<file path="src/rtl/aud_ring_pkg.sv">
package aud_ring_pkg;
  localparam int HDR_WORDS   = 4;
  localparam int HDR_POS_IDX = 2;

  typedef enum logic [3:0] {
    ST_IDLE,
    ST_HDR_REQ,
    ST_HDR_WAIT,
    ST_RUN,
    ST_RD_REQ,
    ST_RD_WAIT,
    ST_WR_IN,
    ST_WR_POS,
    ST_XFER
  } aud_state_e;
endpackage

</file>
<file path="src/rtl/aud_ring_ptr.sv">
module aud_ring_ptr #(
  parameter int AW    = 16,
  parameter int IDX_W = 2
) (
  input  logic [AW-1:0]    base,
  input  logic [AW-1:0]    first,
  input  logic [AW-1:0]    last,
  input  logic [AW-1:0]    pos,
  input  logic [AW-1:0]    disp,
  input  logic [IDX_W-1:0] hdr_idx,
  output logic [AW-1:0]    out_addr,
  output logic [AW-1:0]    in_addr,
  output logic [AW-1:0]    pos_addr,
  output logic [AW-1:0]    hdr_addr,
  output logic [AW-1:0]    pos_next
);
  import aud_ring_pkg::*;

  always_comb begin
    out_addr = base + pos;
    in_addr  = base + pos + disp;
    pos_addr = base + AW'(HDR_POS_IDX);
    hdr_addr = base + AW'(hdr_idx);
    pos_next = (pos == last) ? first : pos + AW'(1);
  end
endmodule

</file>
<file path="src/rtl/aud_pack.sv">
module aud_pack #(
  parameter int DW = 16
) (
  input  logic          clk,
  input  logic          rst_n,
  input  logic          clear,
  input  logic          load_en,
  input  logic [DW-1:0] load_word,
  input  logic          shift_en,
  input  logic [DW/2-1:0] rx,
  input  logic          low_half,
  output logic [DW/2-1:0] tx,
  output logic [DW-1:0] store_word
);
  localparam int SW = DW / 2;

  logic [DW-1:0] oword_q;
  logic [DW-1:0] acc_q;

  always_ff @(posedge clk or negedge rst_n) begin
    if (!rst_n) begin
      oword_q <= '0;
      acc_q   <= '0;
    end else begin
      if (load_en) oword_q <= ~load_word;
      if (clear) acc_q <= '0;
      else if (shift_en) acc_q <= {acc_q[SW-1:0], rx};
    end
  end

  always_comb begin
    tx         = low_half ? oword_q[SW-1:0] : oword_q[DW-1:SW];
    store_word = ~acc_q;
  end
endmodule

</file>
<file path="src/rtl/aud_ring_engine.sv">
module aud_ring_engine #(
  parameter int ADDR_W = 16,
  parameter int DATA_W = 16
) (
  input  logic                clk,
  input  logic                rst_n,
  input  logic                cmd_valid,
  input  logic [ADDR_W-1:0]   cmd_ptr,
  input  logic                tick,
  input  logic                dev_ready,
  output logic                mem_req_valid,
  input  logic                mem_req_ready,
  output logic                mem_we,
  output logic [ADDR_W-1:0]   mem_addr,
  output logic [DATA_W-1:0]   mem_wdata,
  input  logic                mem_rvalid,
  input  logic [DATA_W-1:0]   mem_rdata,
  output logic                xfer_valid,
  input  logic                xfer_ready,
  output logic [DATA_W/2-1:0] tx_sample,
  input  logic [DATA_W/2-1:0] rx_sample
);
  import aud_ring_pkg::*;

  localparam int IDX_W = $clog2(HDR_WORDS);
  localparam logic [ADDR_W-1:0] ALIGN_MASK = ~ADDR_W'(HDR_WORDS - 1);

  aud_state_e        state_q;
  logic [ADDR_W-1:0] base_q, first_q, last_q, pos_q, disp_q;
  logic [IDX_W-1:0]  idx_q;
  logic              odd_q;
  logic              stop_q;

  logic [ADDR_W-1:0] out_addr, in_addr, pos_addr, hdr_addr, pos_next;
  logic [DATA_W-1:0] store_word;
  logic              mem_hs, xfer_hs, start_cmd, load_en;

  aud_ring_ptr #(.AW(ADDR_W), .IDX_W(IDX_W)) u_ptr (
    .base(base_q), .first(first_q), .last(last_q), .pos(pos_q), .disp(disp_q),
    .hdr_idx(idx_q), .out_addr(out_addr), .in_addr(in_addr),
    .pos_addr(pos_addr), .hdr_addr(hdr_addr), .pos_next(pos_next)
  );

  aud_pack #(.DW(DATA_W)) u_pack (
    .clk(clk), .rst_n(rst_n), .clear(start_cmd), .load_en(load_en),
    .load_word(mem_rdata), .shift_en(xfer_hs), .rx(rx_sample),
    .low_half(odd_q), .tx(tx_sample), .store_word(store_word)
  );

  always_comb begin
    start_cmd     = (state_q == ST_IDLE) && cmd_valid && !cmd_ptr[0];
    load_en       = (state_q == ST_RD_WAIT) && mem_rvalid;
    mem_req_valid = (state_q == ST_HDR_REQ) || (state_q == ST_RD_REQ) ||
                    (state_q == ST_WR_IN)   || (state_q == ST_WR_POS);
    mem_we        = (state_q == ST_WR_IN) || (state_q == ST_WR_POS);
    xfer_valid    = (state_q == ST_XFER);
    mem_hs        = mem_req_valid && mem_req_ready;
    xfer_hs       = xfer_valid && xfer_ready;
    case (state_q)
      ST_HDR_REQ: mem_addr = hdr_addr;
      ST_RD_REQ:  mem_addr = out_addr;
      ST_WR_IN:   mem_addr = in_addr;
      ST_WR_POS:  mem_addr = pos_addr;
      default:    mem_addr = '0;
    endcase
    case (state_q)
      ST_WR_IN:  mem_wdata = store_word;
      ST_WR_POS: mem_wdata = DATA_W'(pos_q);
      default:   mem_wdata = '0;
    endcase
  end

  always_ff @(posedge clk or negedge rst_n) begin
    if (!rst_n) begin
      state_q <= ST_IDLE;
      base_q  <= '0;
      first_q <= '0;
      last_q  <= '0;
      pos_q   <= '0;
      disp_q  <= '0;
      idx_q   <= '0;
      odd_q   <= 1'b0;
      stop_q  <= 1'b0;
    end else begin
      if (state_q != ST_IDLE && cmd_valid && cmd_ptr[0]) stop_q <= 1'b1;
      case (state_q)
        ST_IDLE: begin
          stop_q <= 1'b0;
          if (start_cmd) begin
            base_q  <= cmd_ptr & ALIGN_MASK;
            idx_q   <= '0;
            odd_q   <= 1'b0;
            state_q <= ST_HDR_REQ;
          end
        end
        ST_HDR_REQ: if (mem_hs) state_q <= ST_HDR_WAIT;
        ST_HDR_WAIT: if (mem_rvalid) begin
          case (idx_q)
            IDX_W'(0): first_q <= ADDR_W'(mem_rdata);
            IDX_W'(1): last_q  <= ADDR_W'(mem_rdata);
            IDX_W'(2): pos_q   <= ADDR_W'(mem_rdata);
            default:   disp_q  <= ADDR_W'(mem_rdata);
          endcase
          if (idx_q == IDX_W'(HDR_WORDS - 1)) state_q <= ST_RUN;
          else begin
            idx_q   <= idx_q + IDX_W'(1);
            state_q <= ST_HDR_REQ;
          end
        end
        ST_RUN: if (tick) begin
          if (stop_q) begin
            stop_q  <= 1'b0;
            state_q <= ST_IDLE;
          end else if (dev_ready) begin
            state_q <= odd_q ? ST_WR_POS : ST_RD_REQ;
          end
        end
        ST_RD_REQ:  if (mem_hs) state_q <= ST_RD_WAIT;
        ST_RD_WAIT: if (mem_rvalid) state_q <= ST_WR_IN;
        ST_WR_IN:   if (mem_hs) state_q <= ST_XFER;
        ST_WR_POS:  if (mem_hs) state_q <= ST_XFER;
        ST_XFER: if (xfer_hs) begin
          if (!odd_q) pos_q <= pos_next;
          odd_q   <= ~odd_q;
          state_q <= ST_RUN;
        end
        default: state_q <= ST_IDLE;
      endcase
    end
  end
endmodule

</file>
<file path="config.mk">
export PLATFORM = sky130hd
export DESIGN_NAME = aud_ring_engine
export DESIGN_NICKNAME = d
export VERILOG_FILES = /design/src/rtl/aud_ring_pkg.sv /design/src/rtl/aud_ring_ptr.sv /design/src/rtl/aud_pack.sv /design/src/rtl/aud_ring_engine.sv
export SDC_FILE = /design/constraint.sdc
export NUM_CORES = 1
export LEC_CHECK = 0
export ABC_CLOCK_PERIOD_IN_PS = 5800
export CAP_MARGIN = 20
export CELL_PAD_IN_SITES_DETAIL_PLACEMENT = 1
export CELL_PAD_IN_SITES_GLOBAL_PLACEMENT = 2
export CORE_ASPECT_RATIO = 1.75
export CORE_UTILIZATION = 37
export CTS_CLUSTER_DIAMETER = 80
export DETAILED_ROUTE_END_ITERATION = 12
export PLACE_DENSITY_LB_ADDON = 0.1
export SETUP_SLACK_MARGIN = 0.4
export SLEW_MARGIN = 20
export SYNTH_ARGS = -nofsm -noshare
export SYNTH_HDL_FRONTEND = slang
export SYNTH_HIERARCHICAL = 1
export SYNTH_SLANG_ARGS = --single-unit
</file>
<file path="constraint.sdc">
create_clock -name clk -period 5.8 [get_ports clk]
set_clock_uncertainty 0.1 [all_clocks]
set_input_delay 0.58 -clock clk [delete_from_list [all_inputs] [get_ports clk]]
set_output_delay 0.58 -clock clk [all_outputs]
set_load 0.01 [all_outputs]
</file>
==> results.tsv, run 1 <==
metric	value	unit
status	finished, final reports clean	
clock_path_buffers	2	
final.period_utilization	0.901	
cts.reportedPaths.clkPinSlew	0.06	ns
yosysSeqAreaShare	0.358	
vias	6740	
avgViaCountPerCell	5.38	
wire_per_inst	21.0	µm
dieArea	0.0229	mm²
fin_area	0.0103	mm²
grt_pass1_wl	41600	µm
slowest_delay	0.45	ns
layout-drive-gt1-share	0.180	
wirelength	26300	µm
tritoncts	built	
n_fill_cell	2482	
ir_drop	0.274	mV
min_period	5.22	ns
slew_headroom	0.391	
antenna_found_initial	0	
netlist.area_leader.share	0.358	
ys_seq_elements	118	
finalSetupViolCount	0	
rsz0062_at_grt	no	
synth_area_leader_cell	dfrtp_1	
synth_cell_types	71	
place_area	0.00945	mm²
ctsRootBufferMaster	clkbuf_16	
n_antenna_cell	0	
async_flop_share	1.00	
first_pass_iters	4	
die_h	200	µm
synth_area	0.00825	mm²
avgSynthCellArea	9.77	µm²
tightestPinTransition	0.912	ns
worstSkewPairLatency	0.42	ns
hold_viol_final	0	
ys_warn_count	6	
start_util	0.381	
startpoint_type	register	
hp-class	input pin to async pin	
cp_cell_sequence	ha_1, o21a_1, a21oi_2, o21ai_2, a21oi_1, xnor2_1, ha_1, a21o_1, a21o_1, a2111o_1, a311o_1, a2111oi_2, nand3b_1, mux2i_1, o21ai_0, dlygate4sd2_1	
max_freq	191	MHz
cp_max_fo	4	
p_per_area	609	mW/mm²
cap_violations	0	
cts_made_buffers	17	
slowest_stage	a2111o_1	
drt_drc_violations_left	0	
grt_max_degree	63	
final_nets	1038	
rows	71	
synthCells	845	
grt_usage	0.245	
slew_violations	0	
clock-sinks	118	
synthToLayoutAreaGrowth	24.8	%
cp.arrival	4.54	ns
io_buffers	89	
hpwlAfterDp	19600	µm
core	0.0217	mm²
ys.flop_type	dfrtp_1	
synthTopCellsByArea	dfrtp_1, mux2_2, mux2i_1	
h-tree-depth	4	
fp.dieW	115	µm
io_pins	91	
grt-ovfl-total	0	
ant_nets	0	
power	6.27	mW
drt_iter0_drc	328	
p_leak	4.46	nW
place.gp.congestion	0.803	
worstPathRequired	5.12	ns
final.setup.tns	0	ns
synth-edff-count	0	
fin_util	0.475	
grt_pass1_vias	7489	
end_kind	output pin	
critPathKind	register to output pin	
[cell usage after synthesis (4+ instances only)]
cell type  instances
xnor2_1           55
a22oi_1           17
or2_2              5
a31oi_1            4
inv_1             36
nand2b_1           5
nor2b_1            7
a21o_1             8
buf_6              4
xor2_1            28
mux2_2            71
and3_1             7
dfrtp_1          118
o21bai_1           8
ha_1              40
nor2_1            67
a211oi_1           5
nor3_1            10
nand4_1           11
a21oi_1           36
clkbuf_1          12
nand2_1           61
o21ai_0           60
mux2i_1           65
buf_2             18
nand3_1           21
[worst paths after layout]
check	from	end	slack [ns]	cells past startpoint
min in group clk	first_q[8]	first_q[8]	0.41	1
max	base_q[3]	mem_addr[14]	0.58	16
max in group asynchronous	rst_n	base_q[4]	4.13	2
min reg2reg	first_q[8]	first_q[8]	0.41	1
min	rst_n	u_pack/oword_q[6]	0.15	1
max reg2reg	state_q[0]	u_pack/acc_q[14]	2.69	6
[logic make-up (layout without fill, tap and decap cells)]
group / count (synthesis) / in the layout / synth area share
DFF: 118 / 118 / 0.358
adders and majority gates: 44 / 44 / 0.0691
and+or+nand+nor: 218 / 218 / 0.130
xor gates and xnor gates: 84 / 84 / 0.0910
AOI/OAI and AO/OA: 168 / 168 / 0.129
buffers and inverters: 74 / 181 / 0.0429
muxes: 138 / 138 / 0.179
other: 1 / 9 / 0.000454
[critical path, delay by kind of cell (launching register included)]
kind                     cells  cell delay (ns)
adder cells (fa/ha/maj)      2             0.66
buffers and inverters        1             0.28
flip-flops                   1             0.38
AO/OA/AOI/OAI               10             2.40
multiplexers                 1             0.07
XOR/XNOR                     1             0.18
AND/OR/NAND/NOR              1             0.16
[flip-flops by register name (all words and copies together), names as in the netlist]
name / flops
disp_q: 16
first_q: 16
last_q: 16
pos_q: 16
u_pack/acc_q: 16
u_pack/oword_q: 16
base_q: 14
state_q: 4
idx_q: 2
odd_q: 1
stop_q: 1
[layer usage]
layer  routed length, µm  vias up  GRT usage
met5                   0        -          0
met4                 703        0     0.0967
met3                 637       36     0.0397
met2               15100      117      0.478
met1                9940     3398      0.255
li1                    -     3189          -
[power by group]
part           switching [mW]  total [mW]  internal [mW]
Clock                   0.398        1.22          0.826
Combinational            1.78        3.49           1.71
Sequential              0.435        1.56           1.13
Total                    2.62        6.27           3.66
[placed cells by master (no fill, tap or decap), types with 5 or more instances in the layout]
cell and n:
o21ai_1 5, dfrtp_2 8, o21ai_0 55, inv_1 36, buf_4 25, mux2_2 71, dfrtp_1 110, mux2i_1 65
o21bai_1 8, xnor2_1 55, a21o_1 8, a21oi_1 33, nand4_1 11, nor2b_1 7, nand2b_1 5, ha_1 37
clkbuf_16 17, clkdlybuf4s50_1 84, and3_1 6, xor2_1 26, nor3_1 10, nand2_1 61, a22oi_1 17, a211oi_1 5
bufinv_16 6, conb_1 9, or2_2 5, nor2_1 67, nand3_1 21
[metrics by stage]
stage | hold slack, ns | worst slack (ns) | instances
3_3_place_gp | 0.382 | 0.407 | 1211
3_5_place_dp | 0.393 | 0.258 | 1211
6_report | 0.152 | 0.576 | 1252
5_1_grt | 0.211 | 0.409 | 1252
4_1_cts | 0.168 | 0.294 | 1247
2_1_floorplan | 0.184 | 1.32 | 853
[final cells by class]
cell class,instances,area [µm²],area share
Clock inverter,13,226,0.0220
Inverter,36,135,0.0131
Clock buffer,19,453,0.0440
Tap cell,292,365,0.0355
Multi-Input combinational cell,661,5080,0.493
Sequential cell,118,2960,0.288
Timing Repair Buffer,113,1070,0.104
[timing repair]
action,in CTS,in global routing
setup buffers,4,5
pin swaps,3,6
resized for setup,19,10
hold buffers,0,0
endpoints found under the setup margin,5,4
Note: power is estimated with default switching activity, not from simulation.
==> run 2, diff against run 1 <==
Settings changed: CTS_CLUSTER_DIAMETER 80 to unset.
==> results of run 2 <==
The final DEF is identical to that of run 1; final timing and power are the same.
